[src/rtl/bitmem_pkg.sv]
// Shared helpers for the word-addressed bit memory.
// Assumes: nothing beyond single-bit logic values.
package bitmem_pkg;

    // Three-input majority vote.
    function automatic logic maj3(input logic x, input logic y, input logic z);
        return (x & y) | (x & z) | (y & z);
    endfunction

endpackage

[src/rtl/bitmem_row_decode.sv]
// Row decoder: one AND term per row over true or inverted address bits.
// Assumes: addr is a plain binary index; output is one-hot for every address.
module bitmem_row_decode #(
    parameter int ADDR_W = 2,
    localparam int DEPTH = 1 << ADDR_W
) (
    input  logic [ADDR_W-1:0] addr,
    output logic [DEPTH-1:0]  row
);
    for (genvar r = 0; r < DEPTH; r++) begin : g_row
        localparam logic [ADDR_W-1:0] RV = ADDR_W'(r);
        logic [ADDR_W-1:0] lit;
        for (genvar b = 0; b < ADDR_W; b++) begin : g_lit
            // purpose: choose true or inverted address bit for this row
            assign lit[b] = RV[b] ? addr[b] : ~addr[b];
        end
        // purpose: AND of all literals forms the row line
        assign row[r] = &lit;
    end
endmodule

[src/rtl/bitmem_cell.sv]
// One storage bit. The next value is a majority of the present value, a
// write-gated data term and a read-gated feedback term. The read term is
// nonzero only while the cell is selected and read.
// Assumes: sel already includes chip select.
module bitmem_cell
    import bitmem_pkg::*;
(
    input  logic clk,
    input  logic rst_n,
    input  logic sel,
    input  logic wr,
    input  logic d,
    output logic rd_term
);
    logic q;
    logic t_data;
    logic t_fb;
    logic q_next;

    // purpose: form the majority inputs and the vote result
    always_comb begin
        t_data = wr & d;
        t_fb   = ~wr | ~q;
        q_next = maj3(q, t_data, t_fb);
    end

    // purpose: store the vote only while selected; synchronous clear
    always_ff @(posedge clk) begin
        if (!rst_n)   q <= 1'b0;
        else if (sel) q <= q_next;
    end

    // purpose: contribute to the OR chain only during a selected read
    assign rd_term = sel & ~wr & q_next;
endmodule

[src/rtl/bitmem_or_chain_link.sv]
// Serial OR chain: folds the read terms from row 0 to row N-1.
// Assumes: at most one input is nonzero, so OR gives that input's value.
module bitmem_or_chain_link #(
    parameter int N = 4
) (
    input  logic [N-1:0] taps,
    output logic         merged
);
    logic [N:0] link;
    assign link[0] = 1'b0;
    for (genvar i = 0; i < N; i++) begin : g_link
        // purpose: extend the chain by one row
        assign link[i+1] = link[i] | taps[i];
    end
    assign merged = link[N];
endmodule

[src/rtl/bitmem_or_chain.sv]
// Top: DEPTH x WORD_W memory of majority cells with a decoder, per-bit OR
// chains and a one-cycle registered read port.
// Assumes: synchronous active-low reset; inputs stable around clk rise.
module bitmem_or_chain #(
    parameter int ADDR_W = 2,
    parameter int WORD_W = 1
) (
    input  logic              clk,
    input  logic              rst_n,
    input  logic [ADDR_W-1:0] addr,
    input  logic [WORD_W-1:0] din,
    input  logic              wr_nrd,
    input  logic              csel,
    output logic [WORD_W-1:0] dout,
    output logic              dout_vld
);
    localparam int DEPTH = 1 << ADDR_W;

    logic [DEPTH-1:0]             row_raw;
    logic [DEPTH-1:0]             row_hit;
    logic [WORD_W-1:0][DEPTH-1:0] taps;
    logic [WORD_W-1:0]            chain_out;

    bitmem_row_decode #(.ADDR_W(ADDR_W)) u_dec (
        .addr (addr),
        .row  (row_raw)
    );

    // purpose: gate every row line with chip select
    assign row_hit = row_raw & {DEPTH{csel}};

    for (genvar b = 0; b < WORD_W; b++) begin : g_bit
        for (genvar r = 0; r < DEPTH; r++) begin : g_row
            bitmem_cell u_cell (
                .clk     (clk),
                .rst_n   (rst_n),
                .sel     (row_hit[r]),
                .wr      (wr_nrd),
                .d       (din[b]),
                .rd_term (taps[b][r])
            );
        end
        bitmem_or_chain_link #(.N(DEPTH)) u_chain (
            .taps   (taps[b]),
            .merged (chain_out[b])
        );
    end

    // purpose: register chain result and read-valid flag
    always_ff @(posedge clk) begin
        if (!rst_n) begin
            dout     <= '0;
            dout_vld <= 1'b0;
        end else begin
            dout     <= chain_out;
            dout_vld <= csel & ~wr_nrd;
        end
    end
endmodule

[config.mk]
export PLATFORM = sky130hd
export DESIGN_NAME = bitmem_or_chain
export DESIGN_NICKNAME = d
export VERILOG_FILES = /design/src/rtl/bitmem_pkg.sv /design/src/rtl/bitmem_row_decode.sv /design/src/rtl/bitmem_cell.sv /design/src/rtl/bitmem_or_chain_link.sv /design/src/rtl/bitmem_or_chain.sv
export SDC_FILE = /design/constraint.sdc
export NUM_CORES = 1
export LEC_CHECK = 0
export BUFFER_PORTS_ARGS = -buffer_cell sky130_fd_sc_hd__buf_2
export CAP_MARGIN = 20
export CORE_AREA = 2 2 39 41
export CTS_CLUSTER_SIZE = 25
export DETAILED_ROUTE_END_ITERATION = 10
export DIE_AREA = 0 0 41 43
export GPL_TIMING_DRIVEN = 0
export PLACE_DENSITY = 0.42
export SYNTH_ARGS = -nofsm -noshare
export SYNTH_HDL_FRONTEND = slang
export SYNTH_SLANG_ARGS = --single-unit
[constraint.sdc]
create_clock -name clk -period 2.96 [get_ports clk]
set_input_delay 0.148 -clock clk [delete_from_list [all_inputs] [get_ports clk]]
set_output_delay 0.148 -clock clk [all_outputs]
set_load 0.02 [all_outputs]
### Word-level counts from Yosys, hierarchy flattened

Index checks and enable logic that the tools add are counted.

* bits in registers: 6
* bits in latches: 0
* bits in writable memories: 0
* memory bits (read-only): 0
* word-level logic and storage cells: 55
* memories kept: 0

* add/subtract/negate cells: 0
* $mul: 0
* divide/modulo/power cells: 0
* order comparisons: 0
* equality and inequality tests: 0
* shifts and indexed selects: 0
* multiplexer cells: 0
* bitwise gates (word level): 45
* reductions and logical operators: 4

Operators by type and width (count)
* 1-bit AND: 22
* 1-bit OR: 15
* 2-bit AND reduction: 4
* 1-bit NOT: 7
* 4-bit AND: 1

### Depth between registers and ports, before layout

Gate-level depths: netlist (run 1).

* depth after elaboration: 9
* mapped depth: 2
* gate-level depth less buffers: 2

### Cells and area by module

From an unflattened synthesis (run 1), not the netlist that was laid out.

* cells, all modules: 41
* area, all modules: 314.1 um^2

By module, submodules not included
* bitmem_cell: instances 4, cells an instance 7, area an instance 48.8 um^2, sequential area each 20.0 um^2
* bitmem_or_chain: instances 1, cells an instance 8, area an instance 85.1 um^2, sequential area each 40.0 um^2
* bitmem_row_decode: instances 1, cells an instance 4, area an instance 26.3 um^2, sequential area each 0.0 um^2
* bitmem_or_chain_link: instances 1, cells an instance 1, area an instance 7.5 um^2, sequential area each 0.0 um^2

### Least setup slack after synthesis (run 1)

Ideal clock, no wire load.

* kind: flip-flop to flip-flop
* from: reg g_bit[0].g_row[3].u_cell.q
* to: reg dout
* library setup time: 115 ps
* data arrival time: 875 ps
* required time: 2845 ps
* path slack: 1970 ps
* stages on the path, launching flop included: 3
* buffers on the path: 0
* period minus slack after synthesis: 990 ps
* path through: dfxtp_1 -> mux4_2 -> and2_1

* word-level cells in the longest chain between the ends: 7
* elaborated cells between the ends (all ways): 9
* classes of those cells: bitwise (9)

RTL lines
* from (decl): RTL line bitmem_cell.sv:15 `logic q;`
* from (signal assigned): RTL line bitmem_cell.sv:30 `else if (sel) q <= q_next;`
* 1-bit NOT: RTL line bitmem_cell.sv:23 `t_fb = ~wr | ~q;`
* 1-bit OR: RTL line bitmem_cell.sv:23
* 1-bit AND: RTL line bitmem_pkg.sv:7 `return (x & y) | (x & z) | (y & z);`
* 1-bit OR: RTL line bitmem_pkg.sv:7
* 1-bit OR (*): RTL line bitmem_pkg.sv:7
* 1-bit AND (*): RTL line bitmem_cell.sv:34 `assign rd_term = sel & ~wr & q_next;`
* 1-bit OR (*): RTL line bitmem_or_chain_link.sv:13 `assign link[i+1] = link[i] | taps[i];`
* to (signal assigned): RTL line bitmem_or_chain.sv:55 `dout <= chain_out;`
* to (decl): RTL line bitmem_or_chain.sv:14 `output logic [WORD_W-1:0] dout,`

Mark *: on every way between the ends. The rest lies on a longest branch, timed or not.
A chain may end at the register's enable or synchronous reset.

### Final worst setup path (run 1)

* from: reg g_bit[0].g_row[2].u_cell.q
* to: reg dout

* word-level cells in the longest chain between the ends: 8
* elaborated cells between the ends (all ways): 10
* classes of those cells: bitwise (10)

RTL lines (RTL line)
* from (decl): bitmem_cell.sv:15
* from (signal assigned): bitmem_cell.sv:30
* 1-bit NOT: bitmem_cell.sv:23
* 1-bit OR: bitmem_cell.sv:23
* 1-bit AND: bitmem_pkg.sv:7
* 1-bit OR: bitmem_pkg.sv:7
* 1-bit OR (*): bitmem_pkg.sv:7
* 1-bit AND (*): bitmem_cell.sv:34
* 1-bit OR (*) (2 in a row): bitmem_or_chain_link.sv:13

Marks and branches as above.

==> results_dict.tcl, run 1 <==
set metrics [dict create \
    max_stage_delay_ps 440 \
    drtAntennaViolNets 0 \
    cap_violations 0 \
    synth-simple-area-share_pct 27.7 \
    initial_utilization_pct 18.3 \
    grt_pass1_wl_microns 765 \
    syn_nets 29 \
    dieArea_sq_um 1760 \
    hold_depth 3 \
    vias 207 \
    final_cell_mix "buf_2 (8), dfxtp_1 (6), nand2_1 (5)" \
    clkSinkCount 6 \
    drive_gt1_share_pct 39.4 \
    postCtsSetupBuffers 0 \
    ys_seq_elements 6 \
    drt_first_iter_violations 1 \
    grt_pass1_vias 206 \
    worstMarginPinSlew_ps 124 \
    post-route-period-util_pct 34.2 \
    hold_viol_final 0 \
    rr_worst_depth 2 \
    numCtsBuffers 3 \
    maxSlewHeadroom_pct 91.5 \
    rows 14 \
    holdCritPathClass "in2reg" \
    synth_compound_area_share_pct 0 \
    netlist_area_sq_um 253 \
    grt_max_degree 7 \
    whs_ps 215 \
    routedWlPerCell_microns 9.90 \
    drtPass1Iterations 2 \
    synth_top_family_by_area "simple AND/OR/NAND/NOR gates" \
    die_y_microns 43 \
    syn_to_final_growth_pct 32.7 \
    path_class "reg2reg" \
    tns_ps 0 \
    fin_skew_ps 3.79 \
    cp.required_ps 3090 \
    synth_adder_area_share_pct 0 \
    antenna_found_initial 0 \
    drcViolationCount 0 \
    syn_avg_cell_area_sq_um 11.5 \
    clockBufferDepth 2 \
    critPathMaxFanout 2 \
    critical_path_buf_inv_count 0 \
    rsz0062_at_grt "no" \
    fmax_ghz 0.988 \
    io_buffers 8 \
    cp-end-kind "flip-flop" \
    core_sq_um 1380 \
    cts-root-buf "clkbuf_4" \
    ys_seq_area_share_pct 47.5 \
    synthXorXnorAreaFrac_pct 0 \
    slew_viol_final 0 \
    clkLatencyLatePin_ps 240 \
    finalSetupViolations 0 \
    die_x_microns 41 \
    overflow 0 \
    cp_num_cells 2 \
    place_area_sq_um 313 \
    drt-total-wl_microns 485 \
    grtUsageTotal_pct 6.95 \
    yosys.cell_types.count 9 \
    place.gp.congestion 0.676 \
    synthCells 22 \
    synth_mux_area_share_pct 24.8 \
    design_area_sq_um 335 \
    num_io_pins 9 \
    fin_nets 42 \
    htreeDepth 1 \
    vdd_drop_max_mv 0.114 \
    crit_slowest_cell "mux4_2" \
    hold_buffers 0 \
    fin_util_pct 24.2 \
    critPathLaunchType "flip-flop" \
    critPathTopFamily "multiplexers" \
    power.density_nw_per_um2 514 \
    yosys_warnings 0 \
    antenna_cells 0 \
    cp_cell_sequence "mux4_2 > and2_1" \
    status "completed" \
    p_leak_nw 0.156 \
    final_common_cell "buf_2" \
    cts_tree "yes" \
    critPathArrivalTime_ps 1140 \
    ff2ff_setup_slack_ps 1950 \
    viasPerCell 4.22 \
    min_period_ps 1010 \
    clk_pin_slew_ps 50 \
    cts.repair.resized 0 \
]
metal layers:
layer / track usage [%] / wire (microns) / vias up / share of wire (%)
li1: - / - / 106 / -
met2: 8.44 / 196 / 9 / 40
met1: 7.79 / 210 / 90 / 43
met3: 3.14 / 73 / 2 / 15
met4: 8.00 / 4 / 0 / 0.82
met5: 0 / 0 / - / 0
sequential cells by signal (all words and copies together), names as in the netlist:
name and count:
g_bit.g_row.u_cell.q 4, dout 1, dout_vld 1
worst paths after layout:
check / from / endpoint
worst max-delay path: g_bit[0].g_row[2].u_cell.q / dout
worst min-delay path: rst_n / g_bit[0].g_row[0].u_cell.q
worst max register to register: g_bit[0].g_row[2].u_cell.q / dout
worst min register to register: g_bit[0].g_row[1].u_cell.q / g_bit[0].g_row[1].u_cell.q
synth_stat cells:
library cell | instances | area, sq um
and3b_1 | 1 | 8.76
dfxtp_1 | 6 | 120
mux2i_1 | 4 | 40.0
nand4_1 | 1 | 6.26
mux4_2 | 1 | 22.5
and4bb_2 | 1 | 12.5
and2_1 | 1 | 6.26
nand4b_1 | 2 | 17.5
nand2_1 | 5 | 18.8
final cells by class:
cell class / count / area (sq um)
sequential: 6 / 120
timing repair buffer: 8 / 40.0
fill: 160 / 1050
multi-input combinational: 16 / 133
clock buffer: 3 / 22.5
tap: 16 / 20.0
tightest hold or removal path: stages:
cell,delay [ps]
buf_2,140
nand2_1,70
mux2i_1,50
cell families after synthesis:
family           count (synthesis)
and+or+nand+nor                 11
DFF                              6
muxes                            5
per-stage QoR:
step	instances	power [mW]	setup WS (ps)
floorplan	22	0.0913	1970
global placement	46	0.0999	1920
detailed placement	46	0.100	1920
finish	49	0.172	1950
global route	49	0.180	1910
CTS	49	0.177	1940
power breakdown:
group	leakage [nW]	internal [mW]	total, mW	switching, mW
combinational	0.0932	0.00726	0.0149	0.00767
clock	0.0138	0.0458	0.0738	0.0280
sequential	0.0486	0.0829	0.0835	0.000620
total	0.156	0.136	0.172	0.0363
No activity file was read; power rests on OpenSTA's default activity.
==> run 2, diff against run 1 <==
--- a/config.mk
+++ b/config.mk
@@ -12,7 +12,7 @@
 export DETAILED_ROUTE_END_ITERATION = 10
 export DIE_AREA = 0 0 41 43
 export GPL_TIMING_DRIVEN = 0
-export PLACE_DENSITY = 0.42
+export PLACE_DENSITY = 0.43
 export SYNTH_ARGS = -nofsm -noshare
 export SYNTH_HDL_FRONTEND = slang
 export SYNTH_SLANG_ARGS = --single-unit
==> constraint.sdc (replaced) <==
create_clock -name clk -period 0.85 [get_ports clk]
set_input_delay 0.0425 -clock clk [delete_from_list [all_inputs] [get_ports clk]]
set_output_delay 0.0425 -clock clk [all_outputs]
set_load 0.02 [all_outputs]
==> results_dict.tcl, run 2 (synthesized netlist as in run 1, its figures left out) <==
set metrics [dict create \
    vdd_drop_max_mv 0.440 \
    min_period_ps 1000 \
    routedWlPerCell_microns 9.31 \
    path_class "reg2reg" \
    violations "negative setup slack" \
    drive_gt1_share_pct 45.5 \
    die_x_microns 41 \
    dieArea_sq_um 1760 \
    grt_pass1_vias 174 \
    clkSinkCount 6 \
    fmax_ghz 0.996 \
    cts-root-buf "clkbuf_4" \
    drtPass1Iterations 5 \
    worstMarginPinSlew_ps 108 \
    cap_violations 0 \
    dp.cells 46 \
    die_y_microns 43 \
    clkLatencyLatePin_ps 230 \
    nFillCells 155 \
    whs_ps 108 \
    htreeDepth 1 \
    place.gp.congestion 0.612 \
    maxSlewHeadroom_pct 92.6 \
    multiInputGateArea_sq_um 135 \
    drcViolationCount 0 \
    critPathLaunchType "flip-flop" \
    numCtsBuffers 3 \
    p_leak_nw 0.158 \
    fin_total_pwr_mw 0.589 \
    antenna_found_initial 0 \
    slew_viol_final 0 \
    regArea_sq_um 121 \
    viasPerCell 4.18 \
    critPathMaxFanout 2 \
    biggestRegsByFlops "g_bit.g_row.u_cell.q x4, dout x1, dout_vld x1" \
    core_sq_um 1380 \
    clk_pin_slew_ps 40 \
    cts_tree "yes" \
    initial_utilization_pct 18.3 \
    hold_viol_final 0 \
    syn_to_final_growth_pct 34.2 \
    clockBufferDepth 2 \
    tns_ps -154 \
    grtUsageTotal_pct 6.85 \
    worst_slack_ps -154 \
    cp.required_ps 980 \
    post-route-period-util_pct 118 \
    fin_cells 49 \
    holdCritPathClass "in2reg" \
    final_cell_mix "buf_2 (8), nand2_1 (5), dfxtp_1 (5)" \
    fin_skew_ps 0.341 \
    grt_pass1_wl_microns 690 \
    drtAntennaViolNets 0 \
    num_io_pins 9 \
    cp-end-kind "flip-flop" \
    power.density_nw_per_um2 1740 \
    critPathArrivalTime_ps 1130 \
    finalSetupViolations 1 \
    grt_max_degree 7 \
    drt_first_iter_violations 3 \
    largest_register_ff_count 4 \
    fin_nets 42 \
    hold_buffers 0 \
    top_register "g_bit.g_row.u_cell.q" \
    overflow 0 \
    drt-total-wl_microns 456 \
    antenna_cells 0 \
    final_common_cell "buf_2" \
    rows 14 \
    status "finished with violations" \
    vias 205 \
    io_buffers 8 \
    rsz0062_at_grt "yes" \
]
[run 2: cell count changes in the layout (fill, tap and decap cells not counted)]
cell / change
and2_1: -1
and2_4: +1
dfxtp_1: -1
dfxtp_2: +1
[run 2: critical path, cell delays in order (launching register included)]
cell,delay [ps]
dfxtp_1,300
mux4_2,450
and2_4,140
[run 2: report_power, final]
part           leakage [nW]  switching (mW)  internal, mW
sequential           0.0491         0.00217         0.289
combinational        0.0946          0.0271        0.0254
clock                0.0138          0.0870         0.159
[run 2: final timing paths]
kind | startpoint | endpoint | slack [ps] | depth (start not counted)
worst min-delay path | rst_n | g_bit[0].g_row[0].u_cell.q | 110 | 3
worst min register to register | g_bit[0].g_row[0].u_cell.q | g_bit[0].g_row[0].u_cell.q | 450 | 2
worst max-delay path | g_bit[0].g_row[3].u_cell.q | dout | -150 | 2
worst max register to register | g_bit[0].g_row[3].u_cell.q | dout | -150 | 2
[run 2: through the flow]
step	utilization (%)	worst slack [ps]	instance area (sq um)
2_1_floorplan	-	-122	253
3_3_place_gp	22.6	-148	313
3_5_place_dp	22.6	-156	313
4_1_cts	24.4	-161	338
5_1_grt	24.5	-179	339
6_report	24.5	-154	339
[run 2: routing by layer]
| metal | global-route usage, % | vias up | routed length (microns) |
|---|---|---|---|
| met1 | 8.79 | 89 | 230 |
| met2 | 6.25 | 9 | 161 |
| li1 | - | 107 | - |
| met4 | 6.00 | 0 | 0 |
| met3 | 6.28 | 0 | 64 |
| met5 | 0 | - | 0 |
[run 2: area by class of cell]
| type | count | share of cell area, % |
|---|---|---|
| Timing Repair Buffer | 8 | 11.8 |
| Clock buffer | 3 | 6.64 |
| Multi-Input combinational cell | 16 | 39.9 |
| Tap cell | 16 | 5.90 |
| Sequential cell | 6 | 35.8 |
[run 2: timing repair]
action	in CTS	in global routing
buffers inserted	0	0
setup endpoints to repair	1	1
gates resized for setup	1	1
==> run 3, diff against run 2 <==
==> constraint.sdc (replaced) <==
create_clock -name clk -period 0.85 [get_ports clk]
set_input_delay 0.1275 -clock clk [delete_from_list [all_inputs] [get_ports clk]]
set_output_delay 0.1275 -clock clk [all_outputs]
set_load 0.02 [all_outputs]
==> results_dict.tcl, run 3 (synthesized netlist as in run 1, its figures left out) <==
set metrics [dict create \
    grt_pass1_wl_microns 690 \
    cp_cell_sequence "mux4_2 > and2_4" \
    final_common_cell "buf_2" \
    cts-root-buf "clkbuf_4" \
    p_clk_share_pct 41.6 \
    comb_power_share_pct 9.1 \
    hold_viol_final 0 \
    cp.required_ps 980 \
    die_x_microns 41 \
    dieArea_sq_um 1760 \
    status "finished with violations" \
    drt_first_iter_violations 3 \
    final_cell_mix "buf_2 (7), nand2_1 (5), dfxtp_1 (5)" \
    seqPwrFrac_pct 49.3 \
    violations "negative setup slack" \
    cp-startpoint "g_bit[0].g_row[3].u_cell.q" \
    path_class "reg2reg" \
    core_sq_um 1380 \
    antenna_found_initial 0 \
    crit_slowest_cell "mux4_2" \
    routedWlPerCell_microns 9.31 \
    worstMarginPinSlew_ps 108 \
    critPathArrivalTime_ps 1130 \
    grtUsageTotal_pct 6.85 \
    critPathTopFamily "multiplexers" \
    overflow 0 \
    die_y_microns 43 \
    fin_nets 42 \
    cap_violations 0 \
    drtAntennaViolNets 0 \
    numCtsBuffers 3 \
    min_from "rst_n" \
    whs_ps 193 \
    clkSinkCount 6 \
    num_io_pins 9 \
    p_sw_share_pct 19.7 \
    grt_max_degree 7 \
    hold_buffers 0 \
    antenna_cells 0 \
    syn_to_final_growth_pct 35.1 \
    clockBufferDepth 2 \
    clkLatencyLatePin_ps 230 \
    holdCritPathClass "in2reg" \
    rows 14 \
    biggestRegsByFlops "g_bit.g_row.u_cell.q x4, dout x1, dout_vld x1" \
    worst_slack_ps -154 \
    critPathLaunchType "flip-flop" \
    post-route-period-util_pct 118 \
    drtPass1Iterations 5 \
    maxSlewHeadroom_pct 92.6 \
    vdd_drop_max_mv 0.441 \
    largest_register_ff_count 4 \
    cp-end-kind "flip-flop" \
    drive_gt1_share_pct 45.5 \
    postCtsSetupBuffers 0 \
    htreeDepth 1 \
    p_leak_nw 0.158 \
    tns_ps -154 \
    fmax_ghz 0.996 \
    io_buffers 8 \
    power.density_nw_per_um2 1730 \
    critPathMaxFanout 2 \
    grt_pass1_vias 174 \
    min_period_ps 1000 \
    drcViolationCount 0 \
    clk_pin_slew_ps 40 \
    internal-power_mw 0.474 \
    place.gp.congestion 0.612 \
    finalSetupViolations 1 \
    drt-total-wl_microns 456 \
    fin_skew_ps 0.341 \
    initial_utilization_pct 18.3 \
    top_register "g_bit.g_row.u_cell.q" \
    cts_tree "yes" \
    slew_viol_final 0 \
    critical_path_buf_inv_count 0 \
    vias 205 \
    worstReg2RegStart "g_bit[0].g_row[3].u_cell.q" \
    viasPerCell 4.18 \
    rsz0062_at_grt "yes" \
    p_sw_mw 0.116 \
    max_stage_delay_ps 450 \
]
-- run 3: metrics by stage --
step	utilization (%)	instance area (sq um)	power (mW)	setup slack, ps	std cells
finish	24.7	342	0.591	-154	49
global route	24.7	342	0.634	-179	49
CTS	24.4	338	0.607	-161	49
detailed placement	22.6	313	0.348	-162	46
global placement	22.6	313	0.347	-154	46
floorplan	-	253	0.318	-122	22
-- run 3: path summary, 6_finish.rpt --
kind | endpoint | slack (ps) | cells after the start
setup / recovery | dout | -150 | 2
hold / removal | g_bit[0].g_row[0].u_cell.q | 190 | 3
setup reg to reg | dout | -150 | 2
hold reg to reg | g_bit[0].g_row[0].u_cell.q | 450 | 2
-- run 3: timing repair --
action	in CTS	in global routing
pin swaps	0	0
endpoints found under the setup margin	1	2
gates resized for setup	1	2
-- run 3: power by group through the flow --
stage / sequential, mW / combinational (mW) / clock [mW]
3_5_place_dp: 0.296 / 0.0518 / 0
2_1_floorplan: 0.298 / 0.0196 / 0
3_3_place_gp: 0.296 / 0.0514 / 0
4_1_cts: 0.291 / 0.0524 / 0.263
5_1_grt: 0.291 / 0.0593 / 0.283
6_report: 0.291 / 0.0535 / 0.246
-- run 3: cell type report --
type	count	area, sq um
clock buffers	3	22.5
well taps	16	20.0
fillers	154	1040
repair buffers	8	42.5
multi-input cells	16	135
flip-flops and latches	6	121
-- run 3: worst reg2reg max path, cell delays in order (launching register included) --
cell     delay (ps)
dfxtp_1         300
mux4_2          460
and2_4          140
-- run 3: layer usage --
metal  GRT usage (%)  up-vias  routed length (microns)
li1                -      107                        -
met1            8.79       89                      230
met2            6.25        9                      161
met3            6.28        0                       64
met4            6.00        0                        0
met5               0        -                        0
